## src/rtl/pwm_quad_pkg.sv

```systemverilog
package pwm_quad_pkg;
  localparam int DATA_W     = 8;
  localparam int NUM_CH     = 4;
  localparam int ADDR_CTRL  = 0;
  localparam int ADDR_RELD  = 1;
endpackage

```

## src/rtl/pwm_quad_regs.sv

```systemverilog
module pwm_quad_regs
  import pwm_quad_pkg::*;
#(
  parameter int DW   = DATA_W,
  parameter int NCH  = NUM_CH,
  parameter int AW   = $clog2(NCH) + 1
) (
  input  logic              clk,
  input  logic              rst_n,
  input  logic [AW-1:0]     addr,
  input  logic [DW-1:0]     wdata,
  input  logic              we,
  output logic [DW-1:0]     rdata,
  output logic [NCH-1:0]    oe_q,
  output logic [NCH-1:0]    pol_q,
  output logic [DW-1:0]     reload_q,
  output logic [NCH*DW-1:0] duty_flat
);
  localparam int SELW = $clog2(NCH);

  logic [DW-1:0]  duty_q [NCH];
  logic [DW-1:0]  duty_d [NCH];
  logic [NCH-1:0] oe_d, pol_d;
  logic [DW-1:0]  reload_d;
  logic [SELW-1:0] sel;

  assign sel = addr[SELW-1:0];

  // next-state
  always_comb begin
    oe_d     = oe_q;
    pol_d    = pol_q;
    reload_d = reload_q;
    for (int i = 0; i < NCH; i++) duty_d[i] = duty_q[i];
    if (we) begin
      if (addr[AW-1])                    duty_d[sel] = wdata;
      else if (addr == AW'(ADDR_CTRL))   {oe_d, pol_d} = wdata[2*NCH-1:0];
      else if (addr == AW'(ADDR_RELD))   reload_d = wdata;
    end
  end

  // state
  always_ff @(posedge clk or negedge rst_n) begin
    if (!rst_n) begin
      oe_q     <= '0;
      pol_q    <= '0;
      reload_q <= '0;
      for (int i = 0; i < NCH; i++) duty_q[i] <= '0;
    end else begin
      oe_q     <= oe_d;
      pol_q    <= pol_d;
      reload_q <= reload_d;
      for (int i = 0; i < NCH; i++) duty_q[i] <= duty_d[i];
    end
  end

  // read mux
  always_comb begin
    rdata = '0;
    if (addr[AW-1])                    rdata = duty_q[sel];
    else if (addr == AW'(ADDR_CTRL))   rdata = DW'({oe_q, pol_q});
    else if (addr == AW'(ADDR_RELD))   rdata = reload_q;
  end

  generate
    for (genvar g = 0; g < NCH; g++) begin : g_flat
      assign duty_flat[g*DW +: DW] = duty_q[g];
    end
  endgenerate
endmodule

```

## src/rtl/pwm_quad_timebase.sv

```systemverilog
module pwm_quad_timebase #(
  parameter int DW = 8
) (
  input  logic          clk,
  input  logic          rst_n,
  input  logic          tick,
  input  logic [DW-1:0] reload,
  output logic [DW-1:0] cnt_q,
  output logic          wrap
);
  localparam logic [DW-1:0] TOP = {DW{1'b1}};

  logic [DW-1:0] cnt_d;

  assign wrap = tick && (cnt_q == TOP);

  always_comb begin
    cnt_d = cnt_q;
    if (tick) cnt_d = (cnt_q == TOP) ? reload : cnt_q + 1'b1;
  end

  always_ff @(posedge clk or negedge rst_n) begin
    if (!rst_n) cnt_q <= '0;
    else        cnt_q <= cnt_d;
  end
endmodule

```

## src/rtl/pwm_quad_chan.sv

```systemverilog
module pwm_quad_chan #(
  parameter int DW = 8
) (
  input  logic          clk,
  input  logic          rst_n,
  input  logic          load,
  input  logic [DW-1:0] duty,
  input  logic [DW-1:0] cnt,
  input  logic          oe,
  input  logic          pol,
  output logic [DW-1:0] cmp_q,
  output logic          pin
);
  logic [DW-1:0] cmp_d;
  logic          level;

  always_comb begin
    cmp_d = cmp_q;
    if (load) cmp_d = duty;
  end

  always_ff @(posedge clk or negedge rst_n) begin
    if (!rst_n) cmp_q <= '0;
    else        cmp_q <= cmp_d;
  end

  assign level = (cnt <= cmp_q) ^ pol;
  assign pin   = oe & level;
endmodule

```

## src/rtl/pwm_quad.sv

```systemverilog
module pwm_quad
  import pwm_quad_pkg::*;
#(
  parameter int DW  = DATA_W,
  parameter int NCH = NUM_CH,
  parameter int AW  = $clog2(NCH) + 1
) (
  input  logic           clk,
  input  logic           rst_n,
  input  logic           cnt_en,
  input  logic [AW-1:0]  bus_addr,
  input  logic [DW-1:0]  bus_wdata,
  input  logic           bus_we,
  output logic [DW-1:0]  bus_rdata,
  output logic [NCH-1:0] pwm_out,
  output logic [NCH-1:0] pwm_oe
);
  logic [1:0]        rst_pipe;
  logic              rst_sync_n;
  logic [NCH-1:0]    oe_q, pol_q;
  logic [DW-1:0]     reload_q, cnt_q;
  logic [NCH*DW-1:0] duty_flat, cmp_flat;
  logic              wrap;

  // asynchronous assert, synchronous release
  always_ff @(posedge clk or negedge rst_n) begin
    if (!rst_n) rst_pipe <= '0;
    else        rst_pipe <= {rst_pipe[0], 1'b1};
  end
  assign rst_sync_n = rst_pipe[1];

  pwm_quad_regs #(.DW(DW), .NCH(NCH), .AW(AW)) u_regs (
    .clk(clk), .rst_n(rst_sync_n), .addr(bus_addr), .wdata(bus_wdata),
    .we(bus_we), .rdata(bus_rdata), .oe_q(oe_q), .pol_q(pol_q),
    .reload_q(reload_q), .duty_flat(duty_flat)
  );

  pwm_quad_timebase #(.DW(DW)) u_tb (
    .clk(clk), .rst_n(rst_sync_n), .tick(cnt_en), .reload(reload_q),
    .cnt_q(cnt_q), .wrap(wrap)
  );

  generate
    for (genvar g = 0; g < NCH; g++) begin : g_ch
      pwm_quad_chan #(.DW(DW)) u_ch (
        .clk(clk), .rst_n(rst_sync_n), .load(wrap),
        .duty(duty_flat[g*DW +: DW]), .cnt(cnt_q), .oe(oe_q[g]),
        .pol(pol_q[g]), .cmp_q(cmp_flat[g*DW +: DW]), .pin(pwm_out[g])
      );
    end
  endgenerate

  assign pwm_oe = oe_q;
endmodule

```

## config.mk

```make
export PLATFORM = sky130hd
export DESIGN_NAME = pwm_quad
export DESIGN_NICKNAME = d
export VERILOG_FILES = /design/src/rtl/pwm_quad_pkg.sv /design/src/rtl/pwm_quad_regs.sv /design/src/rtl/pwm_quad_timebase.sv /design/src/rtl/pwm_quad_chan.sv /design/src/rtl/pwm_quad.sv
export SDC_FILE = /design/constraint.sdc
export NUM_CORES = 1
export LEC_CHECK = 0
export ABC_AREA = 1
export BUFFER_PORTS_ARGS = -buffer_cell sky130_fd_sc_hd__buf_4
export CAP_MARGIN = 40
export CELL_PAD_IN_SITES_DETAIL_PLACEMENT = 1
export CELL_PAD_IN_SITES_GLOBAL_PLACEMENT = 1
export CORE_MARGIN = 4
export CORE_UTILIZATION = 40
export CTS_CLUSTER_SIZE = 24
export DETAILED_ROUTE_END_ITERATION = 8
export PLACE_DENSITY_LB_ADDON = 0.05
export SLEW_MARGIN = 20
export SYNTH_ARGS = -nofsm -noshare
export SYNTH_HDL_FRONTEND = slang
export SYNTH_SLANG_ARGS = --single-unit
```

## constraint.sdc

```tcl
create_clock -name clk -period 3.15 [get_ports clk]
set_input_delay 0.315 -clock clk [delete_from_list [all_inputs] [get_ports clk]]
set_output_delay 0.315 -clock clk [all_outputs]
set_load 0.1 [all_outputs]
```

==> results.sh <==
export IMPL_status="finished, final reports clean"
export IMPL_grt_usage_pct=21.81
export IMPL_yosys_cell_types_count=33
export IMPL_nets=651
export IMPL_report_final_slew_viol_count=0
export IMPL_setup_tns_ns=0
export IMPL_p_sw_mw=1.501
export IMPL_min_period_over_period_pct=80.53
export IMPL_fin_skew_ns=0.008156
export IMPL_synthTopCellsByArea="dfrtp_1 (47%), nand2_1 (11%), ha_1 (8.6%)"
export IMPL_synth_edff_count=0
export IMPL_numCtsBuffers=9
export IMPL_synth_top_area_share_pct=46.83
export IMPL_antennaDiodeCount=0
export IMPL_rows=39
export IMPL_worst_slew_pin_slew_ns=0.5345
export IMPL_syn_area_per_cell_sq_um=8.321
export IMPL_htreeDepth=3
export IMPL_cts_tree="yes"
export IMPL_finalHoldViolations=0
export IMPL_synth_main_ff_cell="dfrtp_1"
export IMPL_p_seq_share_pct=42.2
export IMPL_io_buffers=30
export IMPL_postSynthCellCount=578
export IMPL_routed_wl_um=14370
export IMPL_cts_resized=0
export IMPL_via_per_inst=5.224
export IMPL_setup_viol=0
export IMPL_die_x_um=117.7
export IMPL_r2r_end="g_ch[3].u_ch.cmp_q[4]$_DFFE_PN0P_"
export IMPL_grt_max_degree=33
export IMPL_area_growth_pct=12.83
export IMPL_utilization_pct=46.72
export IMPL_drv_cap=0
export IMPL_switching_share_pct=40.15
export IMPL_insertion_delay_ns=0.35
export IMPL_endpoint="pwm_out[0]"
export IMPL_ys_warn_count=0
export IMPL_die_area_sq_um=13840
export IMPL_regArea_sq_um=2256
export IMPL_ant_nets=0
export IMPL_intPower_mw=2.236
export IMPL_wl_per_cell_um=19.14
export IMPL_synth_top_cell_by_area="dfrtp_1"
export IMPL_gp_congestion=0.8385
export IMPL_regToRegSetupSlack_ns=1.11
export IMPL_netlist_area_sq_um=4810
export IMPL_crit_required_ns=2.83
export IMPL_p_clk_share_pct=28.6
export IMPL_clockRootBuffer="clkbuf_16"
export IMPL_max_clock_freq_mhz=394.2
export IMPL_r2r_cells=7
export IMPL_vias=3923
export IMPL_drt_pass1_iter_count=4
export IMPL_ys_ff_latch=90
export IMPL_path_class="reg2out"
export IMPL_crit_start="u_tb.cnt_q[7]$_DFFE_PN0P_"
export IMPL_critPathArrivalTime_ns=2.22
export IMPL_leakage_nw=2.812
export IMPL_clk_pin_slew_ns=0.06
export IMPL_synthesis_nets=626
export IMPL_worstSetupEndpointType="primary output"
export IMPL_grt_setup_unrepaired="false"
export IMPL_clockBufferDepth=2
export IMPL_start_util_pct=41.41
export IMPL_ir_worst_vdd_uv=326.6
export IMPL_nFillCells=1422
export IMPL_min_period_ns=2.537
export IMPL_rr_startpoint="u_tb.cnt_q[1]$_DFFE_PN0P_"
export IMPL_whs_path_depth=3
export IMPL_multi_input_comb_area_sq_um=2102
export IMPL_yosysSeqAreaShare_pct=46.83
export IMPL_p_comb_share_pct=29.2
export IMPL_async_flop_share_pct=100.0
export IMPL_hold_class="in2reg"
export IMPL_fp_coreArea_sq_um=11610
export IMPL_numClockSinks=90
export IMPL_drc=0
export IMPL_grt_pass1_wl_um=23460
export IMPL_critPathLaunchType="flip-flop"
export IMPL_fp_dieH_um=117.7
export IMPL_grt_antenna_before_repair=0
export IMPL_cp_max_fo=9
export IMPL_dp_hpwl_um=10940
export IMPL_drive_above_1_share_pct=13.49
export IMPL_gr_total_overflow=0
export IMPL_first_global_vias=4174
export IMPL_drt_iter0_markers=205
export IMPL_holdBufCountCts=1
export IMPL_power_density_nw_per_um2=688.7
export IMPL_slew_headroom_pct=64.28
export IMPL_io_pins=31
export IMPL_cts_setup_buffers=0
[sequential cells by signal, indices dropped and copies added, names as in the netlist]
register / flops
rst_pipe: 2
u_tb.cnt_q: 8
u_regs.oe_q: 4
u_regs.duty_flat: 32
u_regs.pol_q: 4
g_ch.u_ch.cmp_q: 32
u_regs.reload_q: 8
[through the flow]
step / std cells / hold WS [ns] / cell area (sq um) / setup WS [ns] / total power, mW
floorplan: 578 / 0.01941 / 4810 / 0.1707 / 2.338
CTS: 750 / 0.1754 / 5419 / 0.5720 / 3.777
finish: 751 / 0.1838 / 5426 / 0.6132 / 3.737
global route: 751 / 0.1952 / 5426 / 0.4188 / 3.983
detailed placement: 733 / 0.09882 / 5120 / 0.9565 / 2.695
global placement: 733 / 0.09692 / 5120 / 0.9850 / 2.649
[logic make-up (layout without fill, tap and decap cells)]
logic type	Yosys count	in the layout	share of synthesized area [%]
other	1	1	0.07797
buffers and inverters	106	136	9.469
AOI/OAI and AO/OA	130	130	16.36
DFF	90	90	46.83
and+or+nand+nor	216	216	18.31
adders and majority gates	33	33	8.585
xor gates and xnor gates	2	2	0.3643
[synth_stat cells, types with 2 or more instances]
cell type,instances
nand2_1,146
dfrtp_1,90
inv_1,79
o21ai_0,60
nor2_1,46
ha_1,33
a21oi_1,21
a21oi_2,19
clkbuf_1,11
nand3_1,10
buf_4,8
nand4_1,7
o21ai_1,7
a21o_1,4
a221oi_1,4
o2111ai_1,4
a22oi_1,3
buf_2,3
buf_6,3
a31oi_1,2
nand2_2,2
o211ai_1,2
o221ai_1,2
o22ai_1,2
xor2_1,2
[cells in the final DEF (no fill, tap or decap), drive strengths merged]
master	n
xor2	2
conb	1
dfrtp	90
a21o	4
nor3	1
a31oi	2
nor2	48
o211ai	2
nand3	11
dlygate4sd3	1
inv	82
clkbuf	11
nor4b	1
a221oi	4
o22ai	2
a21oi	40
nand4	7
clkinv	4
o21ai	67
a22oi	3
buf	38
o2111ai	4
o221ai	2
ha	33
nand2	148
[area by class of cell]
class                           instances  area share, %
Clock buffer                           11          4.658
Clock inverter                          5         0.6687
Timing Repair Buffer                   39          5.442
Sequential cell                        90          41.57
Inverter                               81          5.626
Multi-Input combinational cell        382          38.74
Tap cell                              143          3.297
[power groups by stage]
| stage | registers, mW | logic, mW | clock network, mW |
|---|---|---|---|
| floorplan | 1.48 | 0.854 | 0 |
| global placement | 1.60 | 1.05 | 0 |
| detailed placement | 1.60 | 1.09 | 0 |
| CTS | 1.58 | 1.10 | 1.09 |
| global route | 1.61 | 1.24 | 1.14 |
| finish | 1.58 | 1.09 | 1.07 |
[worst max-delay path: stages (launching register included)]
cell and delay (ns):
dfrtp_1 0.54, ha_1 0.39, nand2_1 0.07, nor2_1 0.18
nand4_1 0.15, nand3_1 0.11, nand2_1 0.05, nor2_1 0.09
buf_4 0.29
[worst min-delay path by stage]
stage | startpoint | end | slack (ns)
after global routing | bus_wdata[4] | u_regs.duty_flat[28]$_DFFE_PN0P_ | 0.20
after floorplan | rst_n | rst_pipe[0]$_DFF_PN0_ | 0.02
final | bus_wdata[3] | u_regs.duty_flat[27]$_DFFE_PN0P_ | 0.18
after CTS | bus_wdata[3] | u_regs.duty_flat[27]$_DFFE_PN0P_ | 0.18
after detailed placement | rst_n | rst_pipe[0]$_DFF_PN0_ | 0.1
after global placement | rst_n | rst_pipe[0]$_DFF_PN0_ | 0.1
[routing by layer]
metal	routed length [um]	vias up	global-route usage (%)
li1	-	1926	-
met1	7005	1914	32.02
met3	600	19	2.931
met5	0	-	0
met2	6523	64	33.42
met4	245	0	6.813
(Power assumes the default switching activity.)
